[src/rtl/skf_pkg.sv]
// Shared types for the skew-free scan cell chain.
package skf_pkg;

    // Which functional clock edge a cell mimics.
    typedef enum logic {
        EDGE_RISE = 1'b0,
        EDGE_FALL = 1'b1
    } edge_e;

    // Control levels common to every cell in the chain.
    typedef struct packed {
        logic sys_clk;
        logic mscan;
        logic sxfer;
        logic strobe;
        logic sys_en;
    } ctl_t;

    // Per-cell decoded load enables.
    typedef struct packed {
        logic ld_scan;
        logic ld_func;
        logic ld_slave;
    } en_t;

endpackage

[src/rtl/skf_enable_decode.sv]
// Turns the shared control levels into the load enables of one cell.
// Assumes: POL picks the clock phase in which the master is open for
// functional data; the slave opens in the opposite phase.
module skf_enable_decode #(
    parameter skf_pkg::edge_e POL = skf_pkg::EDGE_RISE
) (
    input  skf_pkg::ctl_t ctl,
    output skf_pkg::en_t  en
);
    logic clk_open;

    // Phase in which the master accepts functional data.
    if (POL == skf_pkg::EDGE_RISE) begin : g_rise
        assign clk_open = ~ctl.sys_clk;
    end else begin : g_fall
        assign clk_open = ctl.sys_clk;
    end

    // Combine strobe, enable and pulses into the three load enables.
    always_comb begin
        en.ld_scan  = ctl.mscan;
        en.ld_func  = ctl.strobe & clk_open;
        en.ld_slave = (~clk_open & ctl.sys_en) | ctl.sxfer;
    end
endmodule

[src/rtl/skf_master_latch.sv]
// Master stage: loads scan data or functional data while enabled.
// Assumes: a scan load and a functional load are never both requested.
module skf_master_latch (
    input  logic clk,
    input  logic rst_n,
    input  logic ld_scan,
    input  logic ld_func,
    input  logic scan_d,
    input  logic func_d,
    output logic m
);
    logic m_r;

    // Level-sensitive storage sampled on clk; the scan path wins.
    always_ff @(posedge clk) begin
        if (!rst_n)       m_r <= 1'b0;
        else if (ld_scan) m_r <= scan_d;
        else if (ld_func) m_r <= func_d;
    end

    assign m = m_r;

    AST_MASTER_RESET: assert property (@(posedge clk) !rst_n |=> (m_r == 1'b0));
    AST_MASTER_SCAN: assert property (@(posedge clk) disable iff (!rst_n)
        ld_scan |=> (m_r == $past(scan_d)));
    AST_MASTER_CAPTURE: assert property (@(posedge clk) disable iff (!rst_n)
        (ld_func && !ld_scan) |=> (m_r == $past(func_d)));
    AST_MASTER_EXCL: assert property (@(posedge clk) disable iff (!rst_n)
        !(ld_scan && ld_func));
    AST_MASTER_HOLD: assert property (@(posedge clk) disable iff (!rst_n)
        !(ld_scan || ld_func) |=> $stable(m_r));
endmodule

[src/rtl/skf_slave_latch.sv]
// Slave stage: copies the master while enabled, drives q and q_n.
// Assumes: the master value is stable while the slave is open during shift.
module skf_slave_latch (
    input  logic clk,
    input  logic rst_n,
    input  logic ld,
    input  logic m,
    output logic q,
    output logic q_n
);
    logic q_r;
    logic qn_r;

    // True and complement outputs held as separate storage bits.
    always_ff @(posedge clk) begin
        if (!rst_n) begin
            q_r  <= 1'b0;
            qn_r <= 1'b1;
        end else if (ld) begin
            q_r  <= m;
            qn_r <= ~m;
        end
    end

    assign q   = q_r;
    assign q_n = qn_r;

    AST_SLAVE_RESET: assert property (@(posedge clk) !rst_n |=> (q_r == 1'b0));
    AST_SLAVE_FOLLOW: assert property (@(posedge clk) disable iff (!rst_n)
        ld |=> (q_r == $past(m)));
    AST_SLAVE_HOLD: assert property (@(posedge clk) disable iff (!rst_n)
        !ld |=> $stable(q_r));
    AST_SLAVE_COMPL: assert property (@(posedge clk) disable iff (!rst_n)
        (qn_r == ~q_r));
endmodule

[src/rtl/skf_scan_cell.sv]
// One skew-free scan cell: decode, master stage and slave stage.
// Assumes: shared controls are held for at least one clk cycle per level.
module skf_scan_cell #(
    parameter skf_pkg::edge_e POL = skf_pkg::EDGE_RISE
) (
    input  logic          clk,
    input  logic          rst_n,
    input  skf_pkg::ctl_t ctl,
    input  logic          func_d,
    input  logic          scan_d,
    output logic          q,
    output logic          q_n
);
    skf_pkg::en_t en;
    logic         m;

    skf_enable_decode #(.POL(POL)) i_decode (
        .ctl (ctl),
        .en  (en)
    );

    skf_master_latch i_master (
        .clk     (clk),
        .rst_n   (rst_n),
        .ld_scan (en.ld_scan),
        .ld_func (en.ld_func),
        .scan_d  (scan_d),
        .func_d  (func_d),
        .m       (m)
    );

    skf_slave_latch i_slave (
        .clk   (clk),
        .rst_n (rst_n),
        .ld    (en.ld_slave),
        .m     (m),
        .q     (q),
        .q_n   (q_n)
    );
endmodule

[src/rtl/skf_scan_chain.sv]
// Chain of skew-free scan cells with per-cell edge polarity.
// Assumes: cell 0 is nearest scan_in; FALL_MASK bit i selects the
// falling-edge variant for cell i.
module skf_scan_chain #(
    parameter int           N         = 3,
    parameter logic [N-1:0] FALL_MASK = 3'b010
) (
    input  logic         clk,
    input  logic         rst_n,
    input  logic         sys_clk,
    input  logic         mscan_pulse,
    input  logic         sxfer_pulse,
    input  logic         cap_strobe,
    input  logic         sys_en,
    input  logic [N-1:0] d_in,
    input  logic         scan_in,
    output logic [N-1:0] q,
    output logic [N-1:0] q_n,
    output logic         scan_out
);
    localparam int LAST = N - 1;

    skf_pkg::ctl_t ctl;
    logic [N:0]    link;

    // Bundle the shared control levels for every cell.
    always_comb begin
        ctl.sys_clk = sys_clk;
        ctl.mscan   = mscan_pulse;
        ctl.sxfer   = sxfer_pulse;
        ctl.strobe  = cap_strobe;
        ctl.sys_en  = sys_en;
    end

    assign link[0] = scan_in;

    for (genvar i = 0; i < N; i++) begin : g_cell
        localparam skf_pkg::edge_e CELL_POL =
            FALL_MASK[i] ? skf_pkg::EDGE_FALL : skf_pkg::EDGE_RISE;

        skf_scan_cell #(.POL(CELL_POL)) i_cell (
            .clk    (clk),
            .rst_n  (rst_n),
            .ctl    (ctl),
            .func_d (d_in[i]),
            .scan_d (link[i]),
            .q      (q[i]),
            .q_n    (q_n[i])
        );

        assign link[i+1] = q[i];
    end

    assign scan_out = link[LAST+1];

    AST_NO_SCAN_OVERLAP: assert property (@(posedge clk) disable iff (!rst_n)
        !(mscan_pulse && sxfer_pulse));
endmodule

[config.mk]
export PLATFORM = sky130hd
export DESIGN_NAME = skf_scan_chain
export DESIGN_NICKNAME = d
export VERILOG_FILES = /design/src/rtl/skf_pkg.sv /design/src/rtl/skf_enable_decode.sv /design/src/rtl/skf_master_latch.sv /design/src/rtl/skf_slave_latch.sv /design/src/rtl/skf_scan_cell.sv /design/src/rtl/skf_scan_chain.sv
export SDC_FILE = /design/constraint.sdc
export NUM_CORES = 1
export LEC_CHECK = 0
export BUFFER_PORTS_ARGS = -buffer_cell sky130_fd_sc_hd__buf_2
export CORE_AREA = 3 3 40 42
export CTS_BUF_LIST = sky130_fd_sc_hd__clkbuf_16
export DETAILED_ROUTE_END_ITERATION = 12
export DIE_AREA = 0 0 43 45
export GPL_ROUTABILITY_DRIVEN = 0
export GPL_TIMING_DRIVEN = 0
export SYNTH_ARGS = -nofsm -noshare
export SYNTH_HDL_FRONTEND = slang
export SYNTH_HIERARCHICAL = 1
export SYNTH_SLANG_ARGS = --single-unit
[constraint.sdc]
create_clock -name clk -period 3 [get_ports clk]
set_clock_uncertainty 0.2 [all_clocks]
set_input_delay 0.15 -clock clk [delete_from_list [all_inputs] [get_ports clk]]
set_output_delay 0.15 -clock clk [all_outputs]
set_load 0.005 [all_outputs]
# ---- After elaboration in Yosys (flattened, before gate mapping)
# Cells that the tools add are included.
dict set report op_classes {
  bitwise 10
  mul 0
  div 0
  n_lt_le_gt_ge 0
  shift 0
  addsub 0
  n_reduce_logical 2
  muxes 6
  eq_ne 0
}
# cell count
set ops {}
lappend ops {{1-bit two-way mux} 6}
lappend ops {{1-bit AND} 4}
lappend ops {{1-bit NOT} 4}
lappend ops {{2-bit nonzero test} 2}
lappend ops {{1-bit OR} 2}
dict set report word_totals {
  out_inout_bits 7
  word_cells 27
  latch_bits 0
  ram_bits 0
  regBits 9
  inputBits 11
  rom_bits 0
  n_memories 0
}

# ---- Depth between registers and ports, before layout
dict set report depth {
  depth_word 4
  depth_mapped 4
}

# ---- Modules after synthesis
# Netlist, hierarchy kept.
# module area_each_um2 seq_area_each_um2 instances cells_each
set modules_own_cells {}
lappend modules_own_cells {skf_slave_latch 70.1 40.0 3 7}
lappend modules_own_cells {skf_master_latch 47.5 20.0 3 4}
lappend modules_own_cells {{skf_enable_decode (g_cell[0].i_cell.i_decode ...)} 21.3 0.0 2 3}
lappend modules_own_cells {{skf_enable_decode (g_cell[1].i_cell.i_decode)} 26.3 0.0 1 4}
lappend modules_own_cells {skf_scan_chain 7.5 0.0 1 1}

# ---- Worst setup path after synthesis
# No wires, ideal clock.
dict set report synth_path {
  kind {input-to-reg}
  startpoint {input port cap_strobe}
  endpoint {register g_cell[1].i_cell.i_master.m_r}
  required_time_ps 2684
  arrival_ps 805
  setup_time_ps 116
  path_stages 3
  setup_slack_ps 1879
  path_cell_list {and2_2 mux2_1 o211a_1}
}
dict set report synth_via {
  elab_chain_len 2
}
# element line_no
set synth_lines {}
lappend synth_lines {{from (decl)} skf_scan_chain.sv:13} ;# input logic cap_strobe,
lappend synth_lines {{1-bit AND} skf_enable_decode.sv:22} ;# en.ld_func = ctl.strobe & clk_open;
lappend synth_lines {{2-bit nonzero test (no source line)} n/a}
lappend synth_lines {{to (signal assigned)} skf_master_latch.sv:17} ;# else if (ld_scan) m_r <= scan_d;
lappend synth_lines {{to (signal assigned)} skf_master_latch.sv:18} ;# else if (ld_func) m_r <= func_d;
lappend synth_lines {{to (decl)} skf_master_latch.sv:12} ;# logic m_r;
# No other way between the ends.
# A chain may end at the register's enable or synchronous reset.

# ---- Final worst setup path
dict set report layout_path {
  startpoint {input port mscan_pulse}
  endpoint {register g_cell[2].i_cell.i_master.m_r}
}
dict set report layout_via {
  elab_chain_len 1
  elab_cells_between_ends 2
  cone_classes {1 x mux; 1 x reduce/logical}
}
# element line_no
set layout_lines {}
lappend layout_lines {{from (decl)} skf_scan_chain.sv:11} ;# input logic mscan_pulse,
lappend layout_lines {{1-bit two-way mux / 2-bit nonzero test (equally long branches)} n/a}
lappend layout_lines {{to (signal assigned)} skf_master_latch.sv:17}
lappend layout_lines {{to (signal assigned)} skf_master_latch.sv:18}
lappend layout_lines {{to (decl)} skf_master_latch.sv:12}
# Several ways; a longest one is shown, not always the timed one.

==> summary.md <==
| Metric | Value |
|---|---|
| Reg2Reg Capture Point | g_cell[2].i_cell/i_master/m |
| Clock tree sinks | 9 |
| Final hold slack | 0.0370 ns |
| Final Max Tran Viols | 0 |
| Adder-Cell Fraction of Synth Area | 0% |
| Min-Delay Startpoint | scan_in |
| Max FO, Critical Path | 3 |
| Placed cells | 75 |
| XOR/XNOR Fraction of Synth Area | 0% |
| Fin cells | 81 |
| N_diodes | 0 |
| Top-area cell type share of the netlist area | 42.0% |
| Status | complete, no violations |
| Cell internal pwr | 0.000323 W |
| First-pass GRT wire length | 1250 um |
| DR DRC count | 0 |
| Final Hold Fails | 0 |
| Post-Syn Nets | 55 |
| Post-CTS sizing | 0 |
| Initial antenna violation count | 0 |
| Synthesized area | 429 um2 |
| Setup Buffers After CTS | 0 |
| DRT antenna net count | 0 |
| Met2 wire length | 328 um |
| Sequential Power Share | 32.7% |
| Via-to-Cell Ratio | between 4 and 5 |
| Clock Tree Root | clkbuf_16 |
| Final setup viols | 0 |
| Vias in the first global route | 295 |
| Hold-fix buffers, CTS | 2 |
| Routed length per placed instance | between 10 and 15 um |
| Crit path required time | 2.92 ns |
| Logic pwr share | about a tenth |
| Ports | 18 |
| Largest net degree at the start of global routing | 10 |
| Switching share of power | a little under a fifth |
| Synth Area in Compound Gates | 21.0% |
| Longest Clk Path Bufs | 2 |
| DR vias | 354 |
| Reg2reg setup slack | between 1.5 and 2 ns |
| Wirelength, routed | 835 um |
| Critical Path Source | mscan_pulse |
| Port Buffers | 16 |
| Grt ovf | 0 |
| RSZ-0062 raised after global routing | false |
| Post-synthesis cell count | 44 |
| Switching power | slightly above 0.00007 W |
| Yosys Warn Count | 6 |
| Gr usage total | 9.45% |
| Sequential share of the synthesized area | 42.0% |
| Routed met1 length | 415 um |
| TritonCTS clock tree | done |
| Chip height | between 40 and 50 um |
| Die area | a little under 0.002 mm2 |
| Synth Register Bits | 9 |
| Share of cells above drive strength 1 | 36.4% |
| Slew @ Worst Pin | 0.173 ns |
| Pwr Density | approximately 630 mW/mm2 |
| Critical Path AT | 1.10 ns |
| Reg2reg path depth | 2 |
| Number of distinct library cells after synthesis | 14 |
| Crit share post-route | around two fifths |
| Startpoint types | input pin |
| Latest clock arrival within the worst-skew pair | roughly 0.23 ns |
| MaxCap Viol Count | 0 |
| Num CTS Buffers | 3 |
| Clock Power Share | 57.6% |
| Peak Freq | approximately 850 MHz |
| Drt pass-1 iters | 2 |
| # rows | 13 |
| Fin crit period | 1.18 ns |
| Hold crit path type | input pin to flop |
| Cell area after layout | 627 um2 |
| Simple-Gate Fraction of Synth Area | 21.3% |
| Largest family of logic cells by synthesized area | simple AND/OR/NAND/NOR gates |
| Horiz. Die Dim | approximately 43 um |
| Path type of the worst setup path | input pin to flop |
| CP endpoint kind | flop |
| Placed Area | ~530 um2 |
| Syn avg cell area | 9.75 um2 |
| Peak supply drop | between 0.4 and 0.5 mV |
| Routed wl met3 | approximately 79 um |
| Clock H-tree levels | 1 |
| Core box area | 0.00128 mm2 |
| Slew HR | 88.4% |
| Dominant cells by area after synthesis | dfxtp_1 42%, mux2_1 7.9%, o211a_1 7.0% |
| Top Metal Used | met4 |
| Setup crit end | g_cell[2].i_cell/i_master/m |
| Fin nets | 78 |
| Multiplexer share of the synthesized area | 7.87% |
| Synth area leader | dfxtp_1 |
| Clock transition at path regs | 0.04 ns |
| Starting Density | 33.4% |
| Setup TNS | 0 ns |
| Post-route core utilization | 48.8% |
| Worst r2r src | g_cell[2].i_cell/i_master/m |
| Area Growth Syn to Fin | 46.1% |
| Lkg Pwr | 0.340 nW |
| Filler Cell Count | approximately 140 |
| Number of DRC markers in iteration 0 | 1 |
## cells in the mapped netlist
library cell / instances
o21ai_1: 3
a21o_1: 3
dfxtp_1: 9
buf_4: 4
mux2_1: 3
nor2_1: 3
o21a_1: 3
o211a_1: 3
nor2b_1: 2
and2_1: 3
inv_1: 1
and2b_1: 3
nand2b_1: 3
and2_2: 1
## registers in the layout, indices dropped and copies added, names as in the netlist
| signal | cells |
|---|---|
| g_cell.i_cell/i_slave/q_n | 3 |
| g_cell.i_cell/i_slave/q | 3 |
| g_cell.i_cell/i_master/m | 3 |
## cell families after synthesis
kind of cell	Yosys count
buffers and inverters	5
flip-flops	9
AO/OA/AOI/OAI	12
multiplexers	3
AND/OR/NAND/NOR	15
## power groups by stage
stage | Sequential [W] | Combinational, W | Clock, W
final | 0.000129 | 0.0000384 | 0.000228
after global placement | 0.000131 | 0.0000360 | 0
after global routing | 0.000130 | 0.0000430 | 0.000241
after floorplan | 0.000131 | 0.0000209 | 0
after detailed placement | 0.000131 | 0.0000367 | 0
after CTS | 0.000129 | 0.0000391 | 0.000234
## metal layers
metal,track usage (%),vias to the layer above
li1,-,189
met1,11.2,151
met2,12.6,12
met3,5.18,2
met4,7.23,0
met5,0,-
## cell usage in the layout, fill, tap and decap left out
master / instances
buf_2: 16
dfxtp_1: 9
buf_4: 4
clkbuf_16: 3
a21o_1: 3
mux2_1: 3
nand2b_1: 3
o211a_1: 3
and2_1: 3
nor2_1: 3
o21ai_1: 3
and2b_1: 3
o21a_1: 3
inv_1: 2
nor2b_1: 2
dlygate4sd3_1: 2
and2_2: 1
## final cells by class
class | instances | area (um2) | area share [%]
plain buffers | 4 | 30.0 | 4.79
clock inverters | 1 | 3.75 | 0.599
flip-flops and latches | 9 | 180 | 28.7
clock buffers | 3 | 75.1 | 12.0
inverters | 1 | 3.75 | 0.599
repair buffers | 18 | 100 | 16.0
multi-input cells | 30 | 215 | 34.3
well taps | 15 | 18.8 | 2.99
## through the flow
stage	setup slack (ns)	power [W]
finish	1.82	0.000395
global route	1.81	0.000414
CTS	1.84	0.000402
detailed placement	1.71	0.000168
global placement	1.72	0.000167
floorplan	1.88	0.000152
## critical path: stages
cell and delay (ns):
dlygate4sd3_1 0.58, buf_4 0.15, o211a_1 0.21
## worst min path at each step
stage / to / slack [ns] / depth (start not counted)
2_1_floorplan: g_cell[0].i_cell/i_slave/q_n / 0.03 / 1
3_3_place_gp: g_cell[0].i_cell/i_master/m / 0.20 / 2
3_5_place_dp: g_cell[0].i_cell/i_master/m / 0.21 / 2
4_1_cts: g_cell[0].i_cell/i_master/m / 0.04 / 3
5_1_grt: g_cell[0].i_cell/i_master/m / 0.09 / 3
6_report: g_cell[0].i_cell/i_master/m / 0.04 / 3
No activity file was read; power rests on OpenSTA's default activity.
